[src/rtl/mpv_pkg.sv]
package mpv_pkg;

  typedef enum logic [1:0] {
    BAND_LOW  = 2'd0,
    BAND_MID  = 2'd1,
    BAND_HIGH = 2'd2
  } pt_band_e;

  // Inverse of a momentum edge in GeV, as a fixed-point code rounded to nearest.
  function automatic int unsigned inv_pt_code(input int unsigned pt_gev,
                                              input int unsigned frac_w);
    return ((32'd1 << frac_w) + pt_gev / 2) / pt_gev;
  endfunction

  // A score cut given in units of 1e-4, as a fixed-point code rounded to nearest.
  function automatic int unsigned score_code(input int unsigned cut_e4,
                                             input int unsigned frac_w);
    return (cut_e4 * (32'd1 << frac_w) + 5000) / 10000;
  endfunction

  // Final call from the band and the two score comparisons.
  function automatic logic band_decision(input pt_band_e band,
                                         input logic pass_loose,
                                         input logic pass_tight);
    logic keep;
    case (band)
      BAND_LOW:  keep = 1'b1;
      BAND_MID:  keep = pass_loose;
      BAND_HIGH: keep = pass_tight;
      default:   keep = 1'b0;
    endcase
    return keep;
  endfunction

endpackage

[src/rtl/mpv_magnitude.sv]
module mpv_magnitude #(
  parameter int unsigned W = 18
) (
  input  logic signed [W-1:0] q_word,
  output logic        [W-1:0] mag,
  output logic                neg
);
  logic [W-1:0] raw;

  always_comb begin
    raw = q_word;
    neg = raw[W-1];
    // Unsigned result keeps the most negative code as its true magnitude.
    mag = neg ? (~raw + {{(W-1){1'b0}}, 1'b1}) : raw;
  end
endmodule

[src/rtl/mpv_band_classifier.sv]
module mpv_band_classifier
  import mpv_pkg::*;
#(
  parameter int unsigned W        = 18,
  parameter int unsigned LOW_EDGE = 128,
  parameter int unsigned MID_EDGE = 73
) (
  input  logic [W-1:0] mag,
  output pt_band_e     band
);
  localparam logic [W-1:0] LOW_EDGE_C = W'(LOW_EDGE);
  localparam logic [W-1:0] MID_EDGE_C = W'(MID_EDGE);

  always_comb begin
    if (mag >= LOW_EDGE_C)      band = BAND_LOW;
    else if (mag > MID_EDGE_C)  band = BAND_MID;
    else                        band = BAND_HIGH;
  end
endmodule

[src/rtl/mpv_score_gate.sv]
module mpv_score_gate #(
  parameter int unsigned W     = 18,
  parameter int unsigned LOOSE = 759,
  parameter int unsigned TIGHT = 936
) (
  input  logic signed [W-1:0] score,
  output logic                pass_loose,
  output logic                pass_tight
);
  localparam logic signed [W-1:0] LOOSE_C = W'(LOOSE);
  localparam logic signed [W-1:0] TIGHT_C = W'(TIGHT);

  always_comb begin
    pass_loose = score > LOOSE_C;
    pass_tight = score > TIGHT_C;
  end
endmodule

[src/rtl/muon_pu_veto.sv]
module muon_pu_veto
  import mpv_pkg::*;
#(
  parameter int unsigned DATA_W     = 18,
  parameter int unsigned FRAC_W     = 10,
  parameter int unsigned LOW_PT_GEV = 8,
  parameter int unsigned MID_PT_GEV = 14,
  parameter int unsigned LOOSE_E4   = 7415,
  parameter int unsigned TIGHT_E4   = 9136
) (
  input  logic                     clk,
  input  logic                     rst_n,
  input  logic                     in_valid,
  input  logic signed [DATA_W-1:0] in_q_over_pt,
  input  logic signed [DATA_W-1:0] in_score,
  output logic                     out_valid,
  output logic                     out_accept,
  output logic                     out_charge_neg
);
  localparam int unsigned LOW_EDGE  = inv_pt_code(LOW_PT_GEV, FRAC_W);
  localparam int unsigned MID_EDGE  = inv_pt_code(MID_PT_GEV, FRAC_W);
  localparam int unsigned LOOSE_CUT = score_code(LOOSE_E4, FRAC_W);
  localparam int unsigned TIGHT_CUT = score_code(TIGHT_E4, FRAC_W);

  // Combinational front end
  logic [DATA_W-1:0] q_mag;
  logic              q_neg;
  pt_band_e          band_c;
  logic              loose_c, tight_c;

  mpv_magnitude #(.W(DATA_W)) u_mag (
    .q_word (in_q_over_pt),
    .mag    (q_mag),
    .neg    (q_neg)
  );

  mpv_band_classifier #(.W(DATA_W), .LOW_EDGE(LOW_EDGE), .MID_EDGE(MID_EDGE)) u_band (
    .mag  (q_mag),
    .band (band_c)
  );

  mpv_score_gate #(.W(DATA_W), .LOOSE(LOOSE_CUT), .TIGHT(TIGHT_CUT)) u_gate (
    .score      (in_score),
    .pass_loose (loose_c),
    .pass_tight (tight_c)
  );

  // Stage 1: band and comparisons, named for the checker
  logic     s1_valid;
  pt_band_e s1_band;
  logic     s1_pass_loose, s1_pass_tight, s1_neg;

  always_ff @(posedge clk or negedge rst_n) begin
    if (!rst_n) begin
      s1_valid      <= 1'b0;
      s1_band       <= BAND_LOW;
      s1_pass_loose <= 1'b0;
      s1_pass_tight <= 1'b0;
      s1_neg        <= 1'b0;
    end else begin
      s1_valid      <= in_valid;
      s1_band       <= band_c;
      s1_pass_loose <= loose_c;
      s1_pass_tight <= tight_c;
      s1_neg        <= in_valid & q_neg;
    end
  end

  // Stage 2: decision
  logic keep_c;
  always_comb keep_c = band_decision(s1_band, s1_pass_loose, s1_pass_tight);

  always_ff @(posedge clk or negedge rst_n) begin
    if (!rst_n) begin
      out_valid      <= 1'b0;
      out_accept     <= 1'b0;
      out_charge_neg <= 1'b0;
    end else begin
      out_valid      <= s1_valid;
      out_accept     <= s1_valid & keep_c;
      out_charge_neg <= s1_valid & s1_neg;
    end
  end
endmodule

[config.mk]
export PLATFORM = sky130hd
export DESIGN_NAME = muon_pu_veto
export DESIGN_NICKNAME = d
export VERILOG_FILES = /design/src/rtl/mpv_pkg.sv /design/src/rtl/mpv_magnitude.sv /design/src/rtl/mpv_band_classifier.sv /design/src/rtl/mpv_score_gate.sv /design/src/rtl/muon_pu_veto.sv
export SDC_FILE = /design/constraint.sdc
export NUM_CORES = 1
export LEC_CHECK = 0
export ABC_AREA = 1
export BUFFER_PORTS_ARGS = -buffer_cell sky130_fd_sc_hd__buf_2
export CORE_UTILIZATION = 42
export CTS_BUF_LIST = sky130_fd_sc_hd__clkbuf_8 sky130_fd_sc_hd__clkbuf_16
export CTS_CLUSTER_SIZE = 20
export DETAILED_ROUTE_END_ITERATION = 8
export PLACE_DENSITY = 0.85
export REMOVE_ABC_BUFFERS = 1
export SLEW_MARGIN = 25
export SYNTH_ARGS = -nofsm -noshare
export SYNTH_HDL_FRONTEND = slang
export SYNTH_SLANG_ARGS = --single-unit
[constraint.sdc]
create_clock -name clk -period 0.8 [get_ports clk]
set_clock_uncertainty 0.1 [all_clocks]
set_input_delay 0.04 -clock clk [delete_from_list [all_inputs] [get_ports clk]]
set_output_delay 0.04 -clock clk [all_outputs]
set_load 0.005 [all_outputs]
==> results, run 1 <==
- Wires add up to 2.868 mm.
- In this run the worst hold path is classified as input port to flip-flop.
- The largest total area in the synthesized netlist belongs to sky130_fd_sc_hd__dfrtp_1.
- The beginning of the worst register-to-register path is s1_band[1].
- Global routing consumed, over all layers together, 21.97% of the routing resources.
- In this run the tightest slew margin relative to its limit is 80.39%.
- At the end of routability-driven placement, the weighted congestion stood at 0.8784.
- The final critical-path required period is 1.177 ns.
- The max-slew violation count is 0.
- The floorplan has 16 rows.
- The critical path's slowest cell is sky130_fd_sc_hd__xor2_1.
- The number of enable flip-flop cells after synthesis is 0.
- The number of failing setup endpoints in the final timing report is 5.
- For this run, the top clock speed supported by timing is 0.8494 GHz.
- The completed layout was analyzed and its total power is 1.582 mW.
- The number of antenna violations at the first check in global routing is 0.
- Dividing the detail-routed wire length by the instance count gives 10.66 um.
- The number of clock sinks is 9.
- The signal arrival time at the worst endpoint is 1.23 ns.
- The synthesis-to-layout area growth is 72.87%.
- The critical setup path kind is input port to flip-flop.
- In this run the cell area of the synthesized design comes to 927.1 sq um.
- The area enclosed by the die boundary is 2400 sq um.
- Measured along the x axis, the die boundary spans 48.99 um.
- In this run the worst setup path terminates at s1_band[1].
- For this configuration, the core starts out at a cell density of 45.85%.
- In the routed design, unresolved DRC markers number 0.
- By count the netlist is led by sky130_fd_sc_hd__nand2_1, sky130_fd_sc_hd__inv_1, sky130_fd_sc_hd__nor2_1.
- The placed instances occupy a cell area of 1379 sq um.
- The fraction of the mapped netlist area in compound gates is 7.692%.
- In the synthesized netlist, the number of instances is 164.
- The register-to-register setup slack is 0 ns.
- The final reports fail on hold timing, setup timing.
- The die is 48.99 um tall.
- After synthesis, the cell types taking the most area are sky130_fd_sc_hd__dfrtp_1, sky130_fd_sc_hd__nand2_1, sky130_fd_sc_hd__inv_1.
- Traced cell by cell, the critical path runs through buf_6 > inv_8 > ha_4 > nand2_4 > buf_4 > buf_4 > nand2_1 > o21ai_0 > xor2_1 > nand2_1 > inv_1 > nor2_1.
- Hold timing on the final database bottoms out at a slack of -0.1213 ns.
- Of the post-synthesis cell area, the part taken by muxes is 0%.
- The most frequent cell after synthesis is sky130_fd_sc_hd__nand2_1.
- The count of max-cap constraint violations is 0.
- The type of origin of the critical path is an input port.
- The cell count of the worst reg-to-reg path is 3.
- Setup repair after global routing could not meet its margin everywhere.
- In this run the critical register-to-register path is captured at out_accept.
- Dividing the synthesized area by the synthesized cell count gives 5.653 sq um.
- The detailed placement HPWL is 1.886 mm.
- The floorplan step defined a core boundary enclosing 2022 sq um.
- The critical path starts at in_q_over_pt[0].
- The detail-routed via count per cell is 4.948.
- The worst setup slack after placement is -0.7219 ns.
- The detailed router placed 1331 vias in this run.
- The required time at the endpoint of the critical path is 0.85 ns.
- The power density relative to cell area is 986.9 nW/um^2.
- At the pin with the least slew margin, the transition time is 0.2904 ns.
- The pin count of the biggest net entering global routing is 17.
- STA classifies the critical path endpoint as a flip-flop.
- Counting both buffers and inverters, the worst setup path holds a total of 5.
- For this design the static power due to leakage is 0.9161 nW.
- The run finished, with violations left.
- The final setup slack of the worst path is -0.3773 ns.
- The XOR/XNOR share of the synthesized area is 4.723%.
- The largest single stage delay on the critical path is 0.15 ns.
- In this run the remaining antenna-violating nets after routing total 0.
- After clock tree synthesis, the clock-pin slew on the worst setup and hold paths is 0.04 ns.
- The number of endpoints with negative hold slack in the final report is 2.
- The count of input and output buffers is 41.
- VDD sags by at most 762.6 uV.
- The synthesized design contains 9 register bits.
- The detailed router's first-iteration violation count is 30.
- The filler cell count in the final layout is 157.
- The Yosys warning count is 0.
- Counting along the longest clock path gives a buffer depth of 2.
- 42 I/O pins were placed.
- The total CTS buffers is 3.
- The number of antenna cells inserted is 0.
- In this run the worst path has a maximum fanout of 4.
- After synthesis, the share of flip-flops with an asynchronous set or reset is 100.0%.
- The kind of cell adding the most delay to the critical path is buffers and inverters.
- The critical path depth is 12.
- After synthesis, the largest family of logic cells by area is simple AND/OR/NAND/NOR gates.
- The register area share after synthesis is 24.29%.
- Hold repair after CTS inserted 3 buffers.
- At the later pin of the worst-skew pair, clock insertion delay measures 0.23 ns.
- The root buffer cell is sky130_fd_sc_hd__clkbuf_8.
- Of the available clock period, the critical path in the final layout requires 147.2%.
- The H-tree level count is 1.
- The post-route standard cell area excluding fillers is 1603 sq um.
- The proportion of layout cells with a drive suffix above 1 is 42.98%.
- The number of different library cells used by synthesis comes to 22.
- The synthesized netlist devotes 48.31% of its cell area to simple gates.
- The first global-routing pass estimated 4.215 mm of wire.
- The proportion of netlist area held by the largest area contributor is 24.29%.
- The total global routing overflow is 0.
- The adder and majority gate portion of the synthesized area is 2.699%.
- Among all flip-flop cells after synthesis, the most frequent one is sky130_fd_sc_hd__dfrtp_1.
- The CTS tree is built.
- The number of global-route vias before repair is 1198.
- The final-stage net count is 284.
- The first detailed-routing pass took 4 iterations.
-- cell usage in the layout, fill, tap and decap left out, drive strengths merged --
| master | instances |
|---|---|
| inv | 28 |
| nand4 | 5 |
| ha | 2 |
| clkbuf | 4 |
| a31o | 1 |
| xor2 | 4 |
| buf | 73 |
| dfrtp | 9 |
| o311ai | 1 |
| dlygate4sd3 | 2 |
| o21ai | 7 |
| xnor2 | 1 |
| nand2 | 62 |
| nor3b | 1 |
| nor2 | 24 |
| nor4 | 1 |
| a21oi | 3 |
| nand3 | 14 |
-- metrics by stage --
| stage | TNS [ns] | hold slack, ns | util, % | instances |
|---|---|---|---|---|
| global route | -1.183 | -0.1002 | 79.27 | 269 |
| finish | -0.8382 | -0.1213 | 79.27 | 269 |
| CTS | -0.9646 | 0.02264 | 74.38 | 267 |
| global placement | -1.638 | -0.2107 | 68.19 | 260 |
| detailed placement | -1.737 | -0.2004 | 68.19 | 260 |
| floorplan | -0.9008 | -0.3556 | - | 162 |
-- where the power goes --
group	total, mW	internal (mW)	switching (mW)
registers	0.481	0.475	0.00651
clock network	0.489	0.332	0.157
logic	0.612	0.306	0.306
total	1.58	1.11	0.469
-- layer usage --
layer	vias up	GRT usage (%)	wire (um)
met1	586	22.46	1074
met3	14	2.181	164
met5	-	0	0
met2	64	43.98	1565
met4	0	9.804	64
li1	667	-	-
-- area by class of cell --
| class | instances | area [sq um] | area share (%) |
|---|---|---|---|
| multi-input combinational | 126 | 685.7 | 42.78 |
| tap | 27 | 33.78 | 2.108 |
| clock buffer | 3 | 41.29 | 2.576 |
| timing repair buffer | 76 | 499.2 | 31.15 |
| clock inverter | 1 | 3.754 | 0.2342 |
| inverter | 27 | 113.9 | 7.104 |
| sequential | 9 | 225.2 | 14.05 |
-- cells by family (layout without fill, tap and decap cells) --
family          after synthesis  after routing
simple gates                107            107
buf+inv                      29            107
flops                         9              9
xor+xnor                      5              5
fa+ha+maj                     2              2
compound gates               12             12
-- sequential cells by signal (all words and copies together) (netlist names) --
| register | count |
|---|---|
| s1_valid | 1 |
| out_charge_neg | 1 |
| s1_band | 2 |
| s1_neg | 1 |
| out_accept | 1 |
| s1_pass_loose | 1 |
| out_valid | 1 |
| s1_pass_tight | 1 |
-- how the worst min path moves through the flow --
| stage | cells past startpoint | slack, ns | to | startpoint |
|---|---|---|---|---|
| floorplan | 0 | -0.36 | out_accept | rst_n |
| global placement | 1 | -0.21 | out_accept | rst_n |
| detailed placement | 1 | -0.20 | s1_pass_tight | rst_n |
| CTS | 3 | 0.02 | s1_pass_tight | in_score[11] |
| global route | 2 | -0.10 | s1_pass_tight | in_score[17] |
| finish | 2 | -0.12 | s1_pass_tight | in_score[17] |
-- repair_timing --
| item | 4_1_cts | 5_1_grt |
|---|---|---|
| gates resized for setup | 13 | 27 |
| endpoints found under the setup margin | 5 | 7 |
| endpoints found under the hold margin | 13 | 2 |
| pin swaps | 6 | 20 |
| setup buffers | 0 | 3 |
Note: power is estimated with default switching activity, not from simulation.
==> inputs of run 2 (changes only) <==
--- a/config.mk
+++ b/config.mk
@@ -5,15 +5,15 @@
 export SDC_FILE = /design/constraint.sdc
 export NUM_CORES = 1
 export LEC_CHECK = 0
-export ABC_AREA = 1
 export BUFFER_PORTS_ARGS = -buffer_cell sky130_fd_sc_hd__buf_2
 export CORE_UTILIZATION = 42
 export CTS_BUF_LIST = sky130_fd_sc_hd__clkbuf_8 sky130_fd_sc_hd__clkbuf_16
 export CTS_CLUSTER_SIZE = 20
 export DETAILED_ROUTE_END_ITERATION = 8
-export PLACE_DENSITY = 0.85
+export PLACE_DENSITY = 0.83
 export REMOVE_ABC_BUFFERS = 1
 export SLEW_MARGIN = 25
 export SYNTH_ARGS = -nofsm -noshare
 export SYNTH_HDL_FRONTEND = slang
 export SYNTH_SLANG_ARGS = --single-unit
+export TNS_END_PERCENT = 50
==> constraint.sdc (replaced) <==
create_clock -name clk -period 0.8 [get_ports clk]
set_clock_uncertainty 0.1 [all_clocks]
set_input_delay 0.04 -clock clk [delete_from_list [all_inputs] [get_ports clk]]
set_output_delay 0.04 -clock clk [all_outputs]
set_load 0.05 [all_outputs]
==> run 2 against run 1 <==
  * The run still ends with hold timing, setup timing left
  * Routed wire length grew 37%
  * Cell area rose by 12%
  * Hold slack improved by 0.10 ns
  * Register-to-register slack worse by 0.06 ns
  * Synthesized cell count shrank 23%
  * Largest cell class unchanged
  * Die area is 7.1% higher
  * First-iteration DRC count grew 40%
  * Clock power increased by 2%
  * Total power is 7.4% higher
  * Sequential power is essentially flat
  * Sequential share of layout area down 1.5 points
  * Count of clock-buffer cells in the layout is the same
==> results, run 2 <==
- The number of design rule violations left after detail routing is 0 (unchanged).
- The maximum resistive drop on vdd came to 1363 uV (+79%).
- The clock-pin transition on the worst setup and hold timing paths came to 0.04 ns (about the same).
- The mean area per synthesized cell is 7.904 sq um (+40%).
- The switching portion of total power is 31.34% (+1.7 points).
- The total global routing overflow is 0 (unchanged).
- Ranked by instance count, the synthesized netlist is headed by sky130_fd_sc_hd__dfrtp_1, sky130_fd_sc_hd__nor2_1, sky130_fd_sc_hd__nor4_1.
- The most common cell after layout, fill and taps aside is sky130_fd_sc_hd__buf_4.
- The leakage component of the power came to 0.7766 nW (-15%).
- The number of buffers between clock root and the deepest sink was 2 (unchanged).
- The number of failing setup endpoints in the final timing report is 8 (+3).
- The detailed-route wire length per cell is 17.03 um (+60%).
- The number of clock sinks is 9 (unchanged).
- The internal power of the cells is 1.167 mW (+4.9%).
- The final period utilization is 237.5% (+90 points).
- The transition at the pin with the smallest max-transition slack is 0.4812 ns (+0.1907 ns).
- The type of origin of the critical path is an input port.
- The biggest area contributor in the post-synthesis netlist is sky130_fd_sc_hd__dfrtp_1.
- The total wire length is 3.918 mm (+37%).
- Ranked by total cell area, the synthesized netlist is headed by sky130_fd_sc_hd__dfrtp_1, sky130_fd_sc_hd__nor4_1, sky130_fd_sc_hd__a21oi_1.
- Among all flip-flop cells after synthesis, the most frequent one is sky130_fd_sc_hd__dfrtp_1.
- The post-layout instance count excluding filler cells was 230 (-14%).
- The number of flip-flops in the largest register is 2 (unchanged).
- The length of routed met3 wiring was 274 um (+67%).
- The number of different library cells in the post-synthesis netlist is 48 (+120%).
- The register area share after synthesis is 22.61% (-1.7 points).
- The number of synthesized register bits is 9 (unchanged).
- The final-stage net count is 244 (-14%).
- The highest routed metal layer is met4.
- The number of enable flip-flop cells after synthesis is 0 (unchanged).
- The power density relative to cell area came to 950.6 nW/um^2 (-3.7%).
- The Yosys warning count came to 0 (unchanged).
- The count of boundary I/O pins is 42 (unchanged).
- The clock network power share came to 29.3% (-1.6 points).
- The final weighted congestion in routability-driven placement was 0.8651 (-1.5%).
- The cell depth of the worst min-delay path is 3 (+1).
- The relative max-transition margin is 67.73% (-13 points).
- The total CTS buffers is 3 (unchanged).
- The wire length on met1 was 1.342 mm (+25%).
- The critical setup path kind is input port to flip-flop.
- The residual antenna-violating net count after detailed routing is 0 (unchanged).
- The top achievable clock speed is 0.5262 GHz (-38%).
- The detailed placement HPWL came to 2.390 mm (+27%).
- The clock insertion delay at the later pin of the skew report is 0.23 ns (about the same).
- The root buffer cell is sky130_fd_sc_hd__clkbuf_8.
- Setup repair after global routing could not meet its margin everywhere.
- The count of input and output buffers came to 41 (unchanged).
- The synthesis-to-layout area growth is 79.52%.
- The required time at the endpoint of the critical path is 0.79 ns (-0.06 ns).
- The first-pass GRT wire length is 5.837 mm (+38%).
- The post-route standard cell area excluding fillers came to 1788 sq um (+12%).
- The number of rows in the core area is 17 (+1).
- The detailed router's first-iteration violation count is 42 (+40%).
- The area enclosed by the die boundary came to 2570 sq um (+7.1%).
- The number of standard cells after synthesis is 126 (-23%).
- The final setup slack of the worst path is -1.100 ns (-0.7231 ns).
- The H-tree level count is 1 (unchanged).
- The total global-route track usage is 30.58% (+8.6 points).
- The number of antenna violations at the first check in global routing is 0 (unchanged).
- The total design power came to 1.700 mW (+7.4%).
- The detail-routed via count per cell is 6.030 (+22%).
- The pin count of the biggest net entering global routing was 19 (+2).
- The area of the core is 2233 sq um (+10%).
- The number of endpoints with negative hold slack in the final report came to 1 (-1).
- The cell count of the worst reg-to-reg path is 3 (unchanged).
- The net switching power figure is 532.6 uW (+13%).
- The proportion of netlist area held by the largest area contributor came to 22.61% (-1.7 points).
- The initial core utilization is 44.59% (-1.3 points).
- The first-pass detailed-route iteration total is 4 (unchanged).
- The filler cell count in the final layout was 143 (-8.9%).
- The category of the worst setup path capture point is a flip-flop.
- The number of placed instances, taps included is 214 (-18%).
- The flow ran to the end, but the final reports show violations.
- The number of global-route vias before repair is 1371 (+14%).
- The worst slack on hold paths was -0.01914 ns (+0.1022 ns).
- The area of placed instances was 1406 sq um (+2.0%).
- The chip height came to 50.70 um (+3.5%).
- The worst setup slack after placement is -1.490 ns (-0.7682 ns).
- The area of the mapped netlist came to 996.0 sq um (+7.4%).
- The most flop-heavy register is s1_band.
- Leaving out fill and tap cells, the most frequent cells in the layout are sky130_fd_sc_hd__buf_4, sky130_fd_sc_hd__buf_2, sky130_fd_sc_hd__nor2_1, sky130_fd_sc_hd__buf_6, sky130_fd_sc_hd__dfrtp_1.
- The post-synthesis async set-or-reset flop share is 100.0% (unchanged).
- The proportion of layout cells with a drive suffix above 1 was 54.46% (+11 points).
- The final critical-path required period was 1.900 ns (+0.7231 ns).
- The max-slew violation count was 0 (unchanged).
- The via total after detailed routing is 1387 (+4.2%).
- The count of max-cap constraint violations is 0 (unchanged).
- The detailed route wirelength on metal2 is 2.095 mm (+34%).
- The logic gate share of total power is 42.3% (+3.6 points).
- The number of antenna cells inserted is 0 (unchanged).
- The sequential group share of total power is 28.4% (-2.0 points).
- The highest fanout seen on the critical path is 2 (-2).
- The tightest min-delay check is of the input port to flip-flop type.
- The die extent in x is 50.70 um (+3.5%).
- TritonCTS built the clock tree.
- The final reports fail on hold timing, setup timing.
- The signal arrival time at the worst endpoint is 1.89 ns (+0.66 ns).
## run 2: cell types whose count changed in the layout (fill, tap and decap cells not counted), sizes merged, moves of 7 or more
cell and delta:
inv -19, nand3 -13, buf +7, nor4 +8, nand2 -59, nor2 -15
## run 2: power groups by stage
stage | clock network [mW] | logic, mW | registers, mW
final | 0.498 | 0.720 | 0.482
after global routing | 0.532 | 0.767 | 0.484
after CTS | 0.514 | 0.653 | 0.482
after detailed placement | 0 | 0.529 | 0.487
after global placement | 0 | 0.506 | 0.486
after floorplan | 0 | 0.177 | 0.512
## run 2: kinds of logic (layout without fill, tap and decap cells)
group	after synthesis	in the layout	synth area share, %
xor gates and xnor gates	1	1	0.8796
DFF	9	9	22.61
buffers and inverters	19	95	8.544
adders and majority gates	2	2	2.512
and+or+nand+nor	53	53	33.54
muxes	4	4	4.522
AOI/OAI and AO/OA	38	38	27.39
## run 2: path summary, 6_finish.rpt
kind	endpoint	slack (ns)	startpoint
max	s1_band[1]	-1.10	in_q_over_pt[0]
min	s1_pass_loose	-0.02	in_score[9]
max reg2reg	out_accept	-0.06	s1_pass_loose
min reg2reg	out_valid	0.29	s1_valid
max in group asynchronous	s1_pass_loose	0.33	rst_n
min in group asynchronous	out_valid	0.10	rst_n
## run 2: cell type report
class	instances	area, sq um	share of cell area [%]
inverter	8	37.54	2.099
multi-input combinational	98	858.3	48.01
clock inverter	1	3.754	0.2099
timing repair buffer	83	586.8	32.82
clock buffer	3	41.29	2.309
tap	28	35.03	1.959
sequential	9	225.2	12.60
## run 2: routing by layer
metal	global-route usage [%]	up-vias
met1	28.47	630
met3	4.242	26
li1	-	645
met5	0	-
met2	60.00	86
met4	20.83	0
## run 2: worst max-delay path: stages
cell and delay (ns):
sky130_fd_sc_hd__buf_6 0.10, sky130_fd_sc_hd__buf_6 0.10, sky130_fd_sc_hd__or4_4 0.50, sky130_fd_sc_hd__or4b_4 0.55
sky130_fd_sc_hd__mux2_4 0.33, sky130_fd_sc_hd__a32oi_2 0.21, sky130_fd_sc_hd__a2111oi_2 0.06
## run 2: per-stage QoR
| step | utilization (%) | setup TNS, ns |
|---|---|---|
| global placement | 62.97 | -3.605 |
| detailed placement | 62.97 | -3.970 |
| CTS | 76.69 | -2.901 |
| global route | 80.06 | -3.097 |
| floorplan | - | -2.989 |
| finish | 80.06 | -2.799 |
## run 2: repair_timing
item                       CTS  global route
gates resized for setup     39            11
setup endpoints to repair    8             9
hold buffers                 3             1
buffers inserted             7             1
pin swaps                   17             8
hold endpoints to repair    13             1
